===== src/rtl/pgrom_pkg.sv =====
package pgrom_pkg;

  // Build-time meaning of the output-enable pin
  typedef enum logic [1:0] {
    OE_ACT_LOW  = 2'd0,
    OE_ACT_HIGH = 2'd1,
    OE_IGNORE   = 2'd2
  } oe_opt_e;

  // Computed contents of the array: depends on the low 8 address bits
  function automatic logic [15:0] rom_word(logic [31:0] a);
    logic [7:0] b;
    b = a[7:0];
    return {b ^ 8'h5A, b * 8'd3 + 8'd17};
  endfunction

  // Byte steering for byte-wide reads
  function automatic logic [7:0] pick_byte(logic [15:0] w, logic hi);
    return hi ? w[15:8] : w[7:0];
  endfunction

endpackage


===== src/rtl/pgrom_array.sv =====
module pgrom_array #(
  parameter int ADDR_W = 8
) (
  input  logic [ADDR_W-1:0] addr_i,
  output logic [15:0]       word_o
);
  localparam int DEPTH = 1 << ADDR_W;

  logic [15:0] rom [DEPTH];

  for (genvar i = 0; i < DEPTH; i++) begin : g_cell
    assign rom[i] = pgrom_pkg::rom_word(32'(i));
  end

  assign word_o = rom[addr_i];
endmodule


===== src/rtl/pgrom_access_timer.sv =====
module pgrom_access_timer #(
  parameter int ADDR_W   = 8,
  parameter int PAGE_W   = 2,
  parameter int RAND_LAT = 4,
  parameter int PAGE_LAT = 1
) (
  input  logic              clk,
  input  logic              rst_n,
  input  logic [ADDR_W-1:0] addr_i,
  input  logic              lsb_i,
  input  logic              word_i,
  input  logic              ce_act_i,
  output logic [ADDR_W-1:0] s_addr_o,
  output logic              s_lsb_o,
  output logic              s_word_o,
  output logic              s_ce_o,
  output logic              ready_o,
  output logic              full_chg_o,
  output logic              page_chg_o
);
  localparam int MAX_LAT = (RAND_LAT > PAGE_LAT) ? RAND_LAT : PAGE_LAT;
  localparam int CNT_W   = $clog2(MAX_LAT + 1);

  logic [CNT_W-1:0] cnt_q;
  logic upper_diff, mode_diff, ce_rise, pfield_diff, lsb_diff;

  assign upper_diff  = addr_i[ADDR_W-1:PAGE_W] != s_addr_o[ADDR_W-1:PAGE_W];
  assign pfield_diff = addr_i[PAGE_W-1:0] != s_addr_o[PAGE_W-1:0];
  assign lsb_diff    = !word_i && (lsb_i != s_lsb_o);
  assign mode_diff   = word_i != s_word_o;
  assign ce_rise     = ce_act_i && !s_ce_o;

  assign full_chg_o = upper_diff || mode_diff || ce_rise;
  assign page_chg_o = pfield_diff || lsb_diff;

  always_ff @(posedge clk or negedge rst_n) begin
    if (!rst_n) begin
      s_addr_o <= '0;
      s_lsb_o  <= 1'b0;
      s_word_o <= 1'b1;
      s_ce_o   <= 1'b0;
      cnt_q    <= '0;
    end else begin
      s_addr_o <= addr_i;
      s_lsb_o  <= lsb_i;
      s_word_o <= word_i;
      s_ce_o   <= ce_act_i;
      if (full_chg_o)
        cnt_q <= CNT_W'(RAND_LAT);
      else if (page_chg_o)
        cnt_q <= CNT_W'(PAGE_LAT);
      else if (cnt_q != '0)
        cnt_q <= cnt_q - CNT_W'(1);
    end
  end

  assign ready_o = (cnt_q == '0);
endmodule


===== src/rtl/pgrom_lane_steer.sv =====
module pgrom_lane_steer #(
  parameter pgrom_pkg::oe_opt_e OE_OPT = pgrom_pkg::OE_ACT_LOW
) (
  input  logic [15:0] mem_word_i,
  input  logic        word_i,
  input  logic        lsb_i,
  input  logic        valid_i,
  input  logic        ce_i,
  input  logic        oe_pin_i,
  output logic [15:0] data_o,
  output logic        lo_en_o,
  output logic        hi_en_o
);
  logic oe_ok;

  if (OE_OPT == pgrom_pkg::OE_IGNORE) begin : g_oe_ign
    logic unused_pin;
    assign unused_pin = oe_pin_i;
    assign oe_ok = 1'b1;
  end else if (OE_OPT == pgrom_pkg::OE_ACT_HIGH) begin : g_oe_hi
    assign oe_ok = oe_pin_i;
  end else begin : g_oe_lo
    assign oe_ok = !oe_pin_i;
  end

  always_comb begin
    data_o = '0;
    if (valid_i)
      data_o = word_i ? mem_word_i
                      : {8'h00, pgrom_pkg::pick_byte(mem_word_i, lsb_i)};
  end

  assign lo_en_o = ce_i && oe_ok;
  assign hi_en_o = lo_en_o && word_i;
endmodule


===== src/rtl/pgrom_emu.sv =====
module pgrom_emu #(
  parameter int ADDR_W   = 8,
  parameter int PAGE_W   = 2,
  parameter int RAND_LAT = 4,
  parameter int PAGE_LAT = 1,
  parameter pgrom_pkg::oe_opt_e OE_OPT = pgrom_pkg::OE_ACT_LOW
) (
  input  logic              clk,
  input  logic              rst_n,
  input  logic [ADDR_W-1:0] addr_i,
  input  logic              byte_lsb_i,
  input  logic              ce_n_i,
  input  logic              oe_i,
  input  logic              word_mode_i,
  output logic [15:0]       data_o,
  output logic              lane_lo_en_o,
  output logic              lane_hi_en_o,
  output logic              valid_o
);
  logic [ADDR_W-1:0] s_addr;
  logic s_lsb, s_word, s_ce, s_oe, rdy;
  logic full_chg_w, page_chg_w;
  logic [15:0] mem_word;

  // Output-enable pin is sampled like the other controls
  always_ff @(posedge clk or negedge rst_n) begin
    if (!rst_n) s_oe <= 1'b0;
    else        s_oe <= oe_i;
  end

  pgrom_access_timer #(
    .ADDR_W(ADDR_W), .PAGE_W(PAGE_W),
    .RAND_LAT(RAND_LAT), .PAGE_LAT(PAGE_LAT)
  ) timer_i (
    .clk(clk), .rst_n(rst_n),
    .addr_i(addr_i), .lsb_i(byte_lsb_i), .word_i(word_mode_i),
    .ce_act_i(!ce_n_i),
    .s_addr_o(s_addr), .s_lsb_o(s_lsb), .s_word_o(s_word), .s_ce_o(s_ce),
    .ready_o(rdy), .full_chg_o(full_chg_w), .page_chg_o(page_chg_w)
  );

  pgrom_array #(.ADDR_W(ADDR_W)) array_i (
    .addr_i(s_addr), .word_o(mem_word)
  );

  assign valid_o = s_ce && rdy;

  pgrom_lane_steer #(.OE_OPT(OE_OPT)) steer_i (
    .mem_word_i(mem_word), .word_i(s_word), .lsb_i(s_lsb),
    .valid_i(valid_o), .ce_i(s_ce), .oe_pin_i(s_oe),
    .data_o(data_o), .lo_en_o(lane_lo_en_o), .hi_en_o(lane_hi_en_o)
  );
endmodule


===== config.mk =====
export PLATFORM = sky130hd
export DESIGN_NAME = pgrom_emu
export DESIGN_NICKNAME = d
export VERILOG_FILES = /design/src/rtl/pgrom_pkg.sv /design/src/rtl/pgrom_array.sv /design/src/rtl/pgrom_access_timer.sv /design/src/rtl/pgrom_lane_steer.sv /design/src/rtl/pgrom_emu.sv
export SDC_FILE = /design/constraint.sdc
export NUM_CORES = 1
export LEC_CHECK = 0
export ABC_AREA = 1
export BUFFER_PORTS_ARGS = -buffer_cell sky130_fd_sc_hd__buf_2
export CAP_MARGIN = 30
export CORE_UTILIZATION = 40
export CTS_BUF_LIST = sky130_fd_sc_hd__clkbuf_8
export CTS_CLUSTER_DIAMETER = 40
export DETAILED_ROUTE_END_ITERATION = 7
export HOLD_SLACK_MARGIN = 0.12
export PLACE_DENSITY = 0.62
export SYNTH_ARGS = -nofsm -noshare
export SYNTH_HDL_FRONTEND = slang
export SYNTH_SLANG_ARGS = --single-unit

===== constraint.sdc =====
create_clock -name clk -period 2.3 [get_ports clk]
set_clock_uncertainty 0.1 [all_clocks]
set_input_delay 0.23 -clock clk [delete_from_list [all_inputs] [get_ports clk]]
set_output_delay 0.23 -clock clk [all_outputs]
set_load 0.01 [all_outputs]

# --- Word-level counts from Yosys, hierarchy flattened ---
# Memory sizes are Yosys's and may differ from the RTL's.
# Index checks and enable logic that the tools add are counted.
op_classes:
  muxes: 8
  reduce_logical: 15
  eq_ne: 4
  add_sub_neg: 1
  n_bitwise: 1
  magnitude_cmp: 1
ops:
  columns: ["cell", "count"]
  rows:
  - ["two-way mux 16 bit", 4]
  - [">= comparator 9 bit (second input constant)", 1]
  - ["two-way mux 3 bit", 3]
  - ["inverter 8 -> 9 bit", 1]
  - ["two-way mux 8 bit", 1]
  - ["inequality test 6 bit", 1]
  - ["nonzero test 3 bit", 2]
  - ["logical AND 1 bit", 5]
  - ["logical NOT 1 bit", 4]
  - ["logical NOT 3 bit", 1]
  - ["logical OR 1 bit", 3]
  - ["subtractor 3 x 1 -> 3 bit (second input constant)", 1]
  - ["inequality test 1 bit", 2]
  - ["inequality test 2 bit", 1]
totals:
  rom_bits: 4096
  n_memories: 1
  input_bits: 14
  reg_bits: 15
  elab_cells: 37
  out_inout_bits: 19
memory_table:
  columns: ["name", "depth", "word_bits", "read_ports", "rd_clocked_by_memory_dff", "wr", "line", "source"]
  rows:
  - ["(name not given)", 256, 16, 1, 0, 0, "pgrom_array.sv:15", "assign word_o = rom[addr_i];"]

# --- Depth between registers and ports, before layout ---
depth:
  depth_word: 7
  depth_mapped: 10
  ltp_nobuf: 10

# --- By module ---
# Synthesis repeated with hierarchy kept, for this count alone.
unflattened:
  cells_unflattened: 221
  area_unflattened_um2: 1355.0
by_module_without_submodules:
  columns: ["module", "n_inst", "cells_each", "area_per_inst_um2", "seq_area_each_um2"]
  rows:
  - ["pgrom_access_timer", 1, 90, 705.7, 351.6]
  - ["pgrom_array", 1, 70, 371.6, 0.0]
  - ["pgrom_lane_steer", 1, 57, 241.5, 0.0]
  - ["pgrom_emu", 1, 4, 36.3, 25.0]

# --- Worst setup path before layout ---
# Ideal clock, no wire load.
synth_timing:
  path_kind: "register to output"
  from: "register timer_i.cnt_q[0]"
  to: "output port data_o[4]"
  path_slack_ns: 0.570
  path_buffers: 1
  t_arrival_ns: 1.400
  required_ns: 1.970
  path_stages_with_launch: 9
  path_cell_list: "dfrtp_1 inv_1 ha_1 ha_1 nand2_1 clkinv_1 buf_6 nand2_1 nor3_1"
synth_between:
  elab_chain_cells: 3
synth_lines:
  columns: ["element", "line", "source"]
  rows:
  - ["start, declared", "pgrom_access_timer.sv:24", "logic [CNT_W-1:0] cnt_q;"]
  - ["start signal, assigned", "pgrom_access_timer.sv:49", "cnt_q <= CNT_W'(RAND_LAT);"]
  - ["start signal, assigned", "pgrom_access_timer.sv:51", "cnt_q <= CNT_W'(PAGE_LAT);"]
  - ["start signal, assigned", "pgrom_access_timer.sv:53", "cnt_q <= cnt_q - CNT_W'(1);"]
  - ["logical NOT 3 bit", "pgrom_access_timer.sv:57", "assign ready_o = (cnt_q == '0);"]
  - ["logical AND 1 bit", "pgrom_emu.sv:46", "assign valid_o = s_ce && rdy;"]
  - ["net valid_o", "pgrom_emu.sv:18", "output logic valid_o"]
  - ["two-way mux 16 bit", "pgrom_lane_steer.sv:28", "if (valid_i)"]
  - ["end, declared", "pgrom_emu.sv:15", "output logic [15:0] data_o,"]
# The timed path passes the listed nets, and every way through them passes these cells.

# --- Final worst setup path ---
layout_timing:
  from: "register timer_i.cnt_q[0]"
  to: "output port data_o[11]"
layout_between:
  elab_chain_cells: 3
layout_lines:
  columns: ["element", "line"]
  rows:
  - ["logical NOT 3 bit", "pgrom_access_timer.sv:57"]
  - ["logical AND 1 bit", "pgrom_emu.sv:46"]
  - ["two-way mux 16 bit", "pgrom_lane_steer.sv:28"]
# Every way passes these cells.

==> flow_summary.rst <==
.. list-table::
   :header-rows: 1

   * - Metric
     - Value
   * - Result of the run
     - finished, final reports clean
   * - Kind of cell adding the most delay to the critical path
     - adder cells
   * - Wire length of the first global-routing pass
     - 4460 um
   * - YS warnings
     - 0
   * - Sum of buffers and inverters on the critical path
     - 3
   * - Sum of routed wire length over all layers
     - 2720 um
   * - Standby leakage power
     - 0.818 nW
   * - Number of design-rule violations left by the first detailed-router iteration
     - 17
   * - Total number of clock tree sinks
     - 15
   * - Dominant cell by count in the synthesized netlist
     - sky130_fd_sc_hd__nand2_1
   * - Number of iterations in the first detailed-routing pass
     - 4
   * - Vias in the first global route
     - 1,084
   * - CP max-delay cell
     - sky130_fd_sc_hd__dfrtp_1
   * - Top-area cell type share of the netlist area
     - 31.1%
   * - Share of synthesized registers carrying an async set or reset
     - 100%
   * - Number of buffers added by the clock tree synthesis step
     - 3
   * - Cell at the root of the clock tree
     - sky130_fd_sc_hd__clkbuf_8
   * - Category of the worst setup path launch point
     - register
   * - Top area cells in the synthesized netlist
     - sky130_fd_sc_hd__dfrtp_1, sky130_fd_sc_hd__nand2_1, sky130_fd_sc_hd__nor2_1
   * - Final Hold Violating Endpoints
     - 0
   * - Core footprint
     - 2570 um2
   * - Cell Chain, Critical Path
     - inv_1 > ha_1 > ha_2 > nand2_1 > clkinvlp_4 > nand2_2 > nor2_1 > buf_2
   * - Commonest register cell after synthesis
     - sky130_fd_sc_hd__dfrtp_1
   * - Std cell rows
     - 18
   * - Distinct cells, synth
     - 25
   * - Area of the die
     - 3030 um2
   * - Clk Latency, worst-skew pair
     - 250 ps
   * - CTS Buffer Depth
     - 2
   * - Pin slew with the least headroom to its limit
     - 338 ps
   * - Most frequent cells after synthesis
     - sky130_fd_sc_hd__nand2_1, sky130_fd_sc_hd__nor2_1, sky130_fd_sc_hd__inv_1
   * - Post-synthesis instance area
     - 1130 um2
   * - Post-route worst setup slack
     - 169 ps
   * - Overall fraction of global-route tracks in use
     - 21.5%
   * - Filler cell count in the final layout
     - 249
   * - Data arrival time of the worst path
     - 1800 ps
   * - Biggest area consumer among synthesized cells
     - sky130_fd_sc_hd__dfrtp_1
   * - Endpoint type of the worst setup path
     - primary output
   * - Vias
     - 1,216
   * - Crit-path max FO
     - 11
   * - Power Density
     - 429 nW/um2
   * - Remaining antenna violation count after routing
     - 0
   * - Worst relative slew slack
     - 77.4%
   * - Post-route worst hold slack
     - 308 ps
   * - Final critical-path required period
     - 2130 ps
   * - Remaining DRCs
     - 0
   * - F_max
     - 0.469 GHz
   * - Effective utilization at floorplan
     - 43.9%
   * - Count of input and output buffers
     - 32
   * - DIE WIDTH
     - 55.1 um
   * - EDFF count, synth
     - 0
   * - Share of post-route cells with drive strength above 1
     - 24.7%
   * - # H-tree levels
     - 1
   * - Synthesized Nets
     - 190
   * - Maximum resistive drop on vdd
     - 0.315 mV
   * - Post-route setup TNS
     - 0 ps
   * - Worst endpoint required time
     - 1970 ps
   * - Post-CTS Repair Setup Buffers
     - 0
   * - Average cell area after synthesis
     - 6.62 um2
   * - Detailed-placement wirelength estimate
     - 1980 um
   * - Average wire per cell in the routed design
     - 11.1 um
   * - Setup Crit Path Kind
     - register to primary output
   * - Die Ht
     - 55.1 um
   * - Worst-case setup slack after placement
     - 209 ps
   * - Maximum number of pins on one net before global-route repair
     - 16
   * - Clock tree from TritonCTS
     - built
   * - Crit share post-route
     - 92.7%
   * - Worst min-delay path class
     - input port to asynchronous set/reset pin
   * - Delay of the slowest cell on the worst path
     - 350 ps
   * - Number of primary I/O pins
     - 33
   * - Initial antenna violation count
     - 0
   * - Setup repair after global routing missed its margin
     - false
   * - Antenna cells
     - 0
   * - Final-report max-slew violation count
     - 0
   * - Number of synthesized register bits
     - 15
   * - Final Setup Violations
     - 0
   * - Clock input transition at the sequential cells of the worst setup and hold paths
     - 60 ps
   * - Post-Synthesis Cells
     - 170
   * - Layout-stage area growth over the synthesis result
     - 31.1%
   * - Residual overflow from global routing
     - 0
   * - Post-synthesis sequential area ratio
     - 33.4%
   * - Post-DR vias/cell
     - 4.96
   * - GPL Wtd Cong
     - 0.779
   * - Final #Nets
     - 236
   * - Max-cap viol count
     - 0
[metal layers]
metal  up-vias  GRT usage (%)  wire length [um]
met3        10           3.55                76
met5         -              0                 0
met1       568           24.6              1180
li1        617              -                 -
met4         0           12.5                91
met2        21           37.6              1380
[power breakdown]
part	leakage (nW)	internal (W)	switching [W]
combinational	0.616	0.0000553	0.0000739
clock	0.0269	0.000118	0.0000953
sequential	0.175	0.000276	0.0000151
[logic make-up after synthesis]
logic type	share of synthesized area [%]
AND/OR/NAND/NOR	35.7
adder cells (fa/ha/maj)	6.67
flip-flops	33.4
buffers and inverters	12.8
XOR/XNOR	2.33
AO/OA/AOI/OAI	9.11
[stage by stage]
step / util, % / area [um2] / cells / total power [W]
finish: 57.5 / 1480 / 245 / 0.000634
floorplan: - / 1130 / 170 / 0.000371
global placement: 50.3 / 1290 / 228 / 0.000405
global route: 57.5 / 1480 / 245 / 0.000676
detailed placement: 50.3 / 1290 / 228 / 0.000407
CTS: 57.3 / 1470 / 245 / 0.000635
[worst paths after layout]
| kind | startpoint | end | slack, ps | cells after the start |
|---|---|---|---|---|
| hold reg to reg | timer_i.cnt_q[2]$_DFFE_PN0P_ | timer_i.cnt_q[2]$_DFFE_PN0P_ | 470 | 2 |
| hold / removal | rst_n | timer_i.s_lsb_o$_DFF_PN0_ | 310 | 2 |
| min in group clk | timer_i.cnt_q[2]$_DFFE_PN0P_ | timer_i.cnt_q[2]$_DFFE_PN0P_ | 470 | 2 |
| setup / recovery | timer_i.cnt_q[0]$_DFFE_PN0P_ | data_o[11] | 170 | 8 |
| max in group asynchronous | rst_n | timer_i.s_word_o$_DFF_PN1_ | 1500 | 2 |
| setup reg to reg | timer_i.cnt_q[0]$_DFFE_PN0P_ | timer_i.cnt_q[2]$_DFFE_PN0P_ | 950 | 6 |
[final cells by class]
cell class | count | area (um2) | area share [%]
multi-input combinational | 121 | 611 | 41.4
clock buffer | 3 | 41.3 | 2.80
inverter | 30 | 116 | 7.88
tap | 30 | 37.5 | 2.54
clock inverter | 1 | 3.75 | 0.254
timing repair buffer | 45 | 290 | 19.7
sequential | 15 | 377 | 25.5
[sequential cells by signal (all words and copies together), names as in the netlist]
signal            count
timer_i.s_addr_o      8
timer_i.cnt_q         3
s_oe                  1
timer_i.s_ce_o        1
timer_i.s_lsb_o       1
timer_i.s_word_o      1
[what timing repair did]
item	4_1_cts	5_1_grt
setup endpoints to repair	8	14
hold buffers	13	0
hold endpoints to repair	27	0
gates resized for setup	1	2
[layout by cell type, fill, tap and decap left out]
master	instances
sky130_fd_sc_hd__nand3_1	10
sky130_fd_sc_hd__nand2_2	3
sky130_fd_sc_hd__xnor2_1	3
sky130_fd_sc_hd__dfstp_2	1
sky130_fd_sc_hd__nand3_2	1
sky130_fd_sc_hd__o211ai_2	1
sky130_fd_sc_hd__nor2_1	24
sky130_fd_sc_hd__nand4_1	5
sky130_fd_sc_hd__buf_2	32
sky130_fd_sc_hd__nor3_1	2
sky130_fd_sc_hd__ha_1	5
sky130_fd_sc_hd__a31oi_1	1
sky130_fd_sc_hd__clkbuf_8	3
sky130_fd_sc_hd__ha_2	1
sky130_fd_sc_hd__clkinvlp_4	1
sky130_fd_sc_hd__or2_1	1
sky130_fd_sc_hd__a21oi_2	1
sky130_fd_sc_hd__a21oi_1	7
sky130_fd_sc_hd__o21ai_0	7
sky130_fd_sc_hd__inv_1	24
sky130_fd_sc_hd__nor2_2	3
sky130_fd_sc_hd__inv_2	6
sky130_fd_sc_hd__dlygate4sd3_1	13
sky130_fd_sc_hd__nand2_1	45
sky130_fd_sc_hd__dfrtp_1	14
sky130_fd_sc_hd__o21ai_1	1
Power figures use the tool's default switching activity.
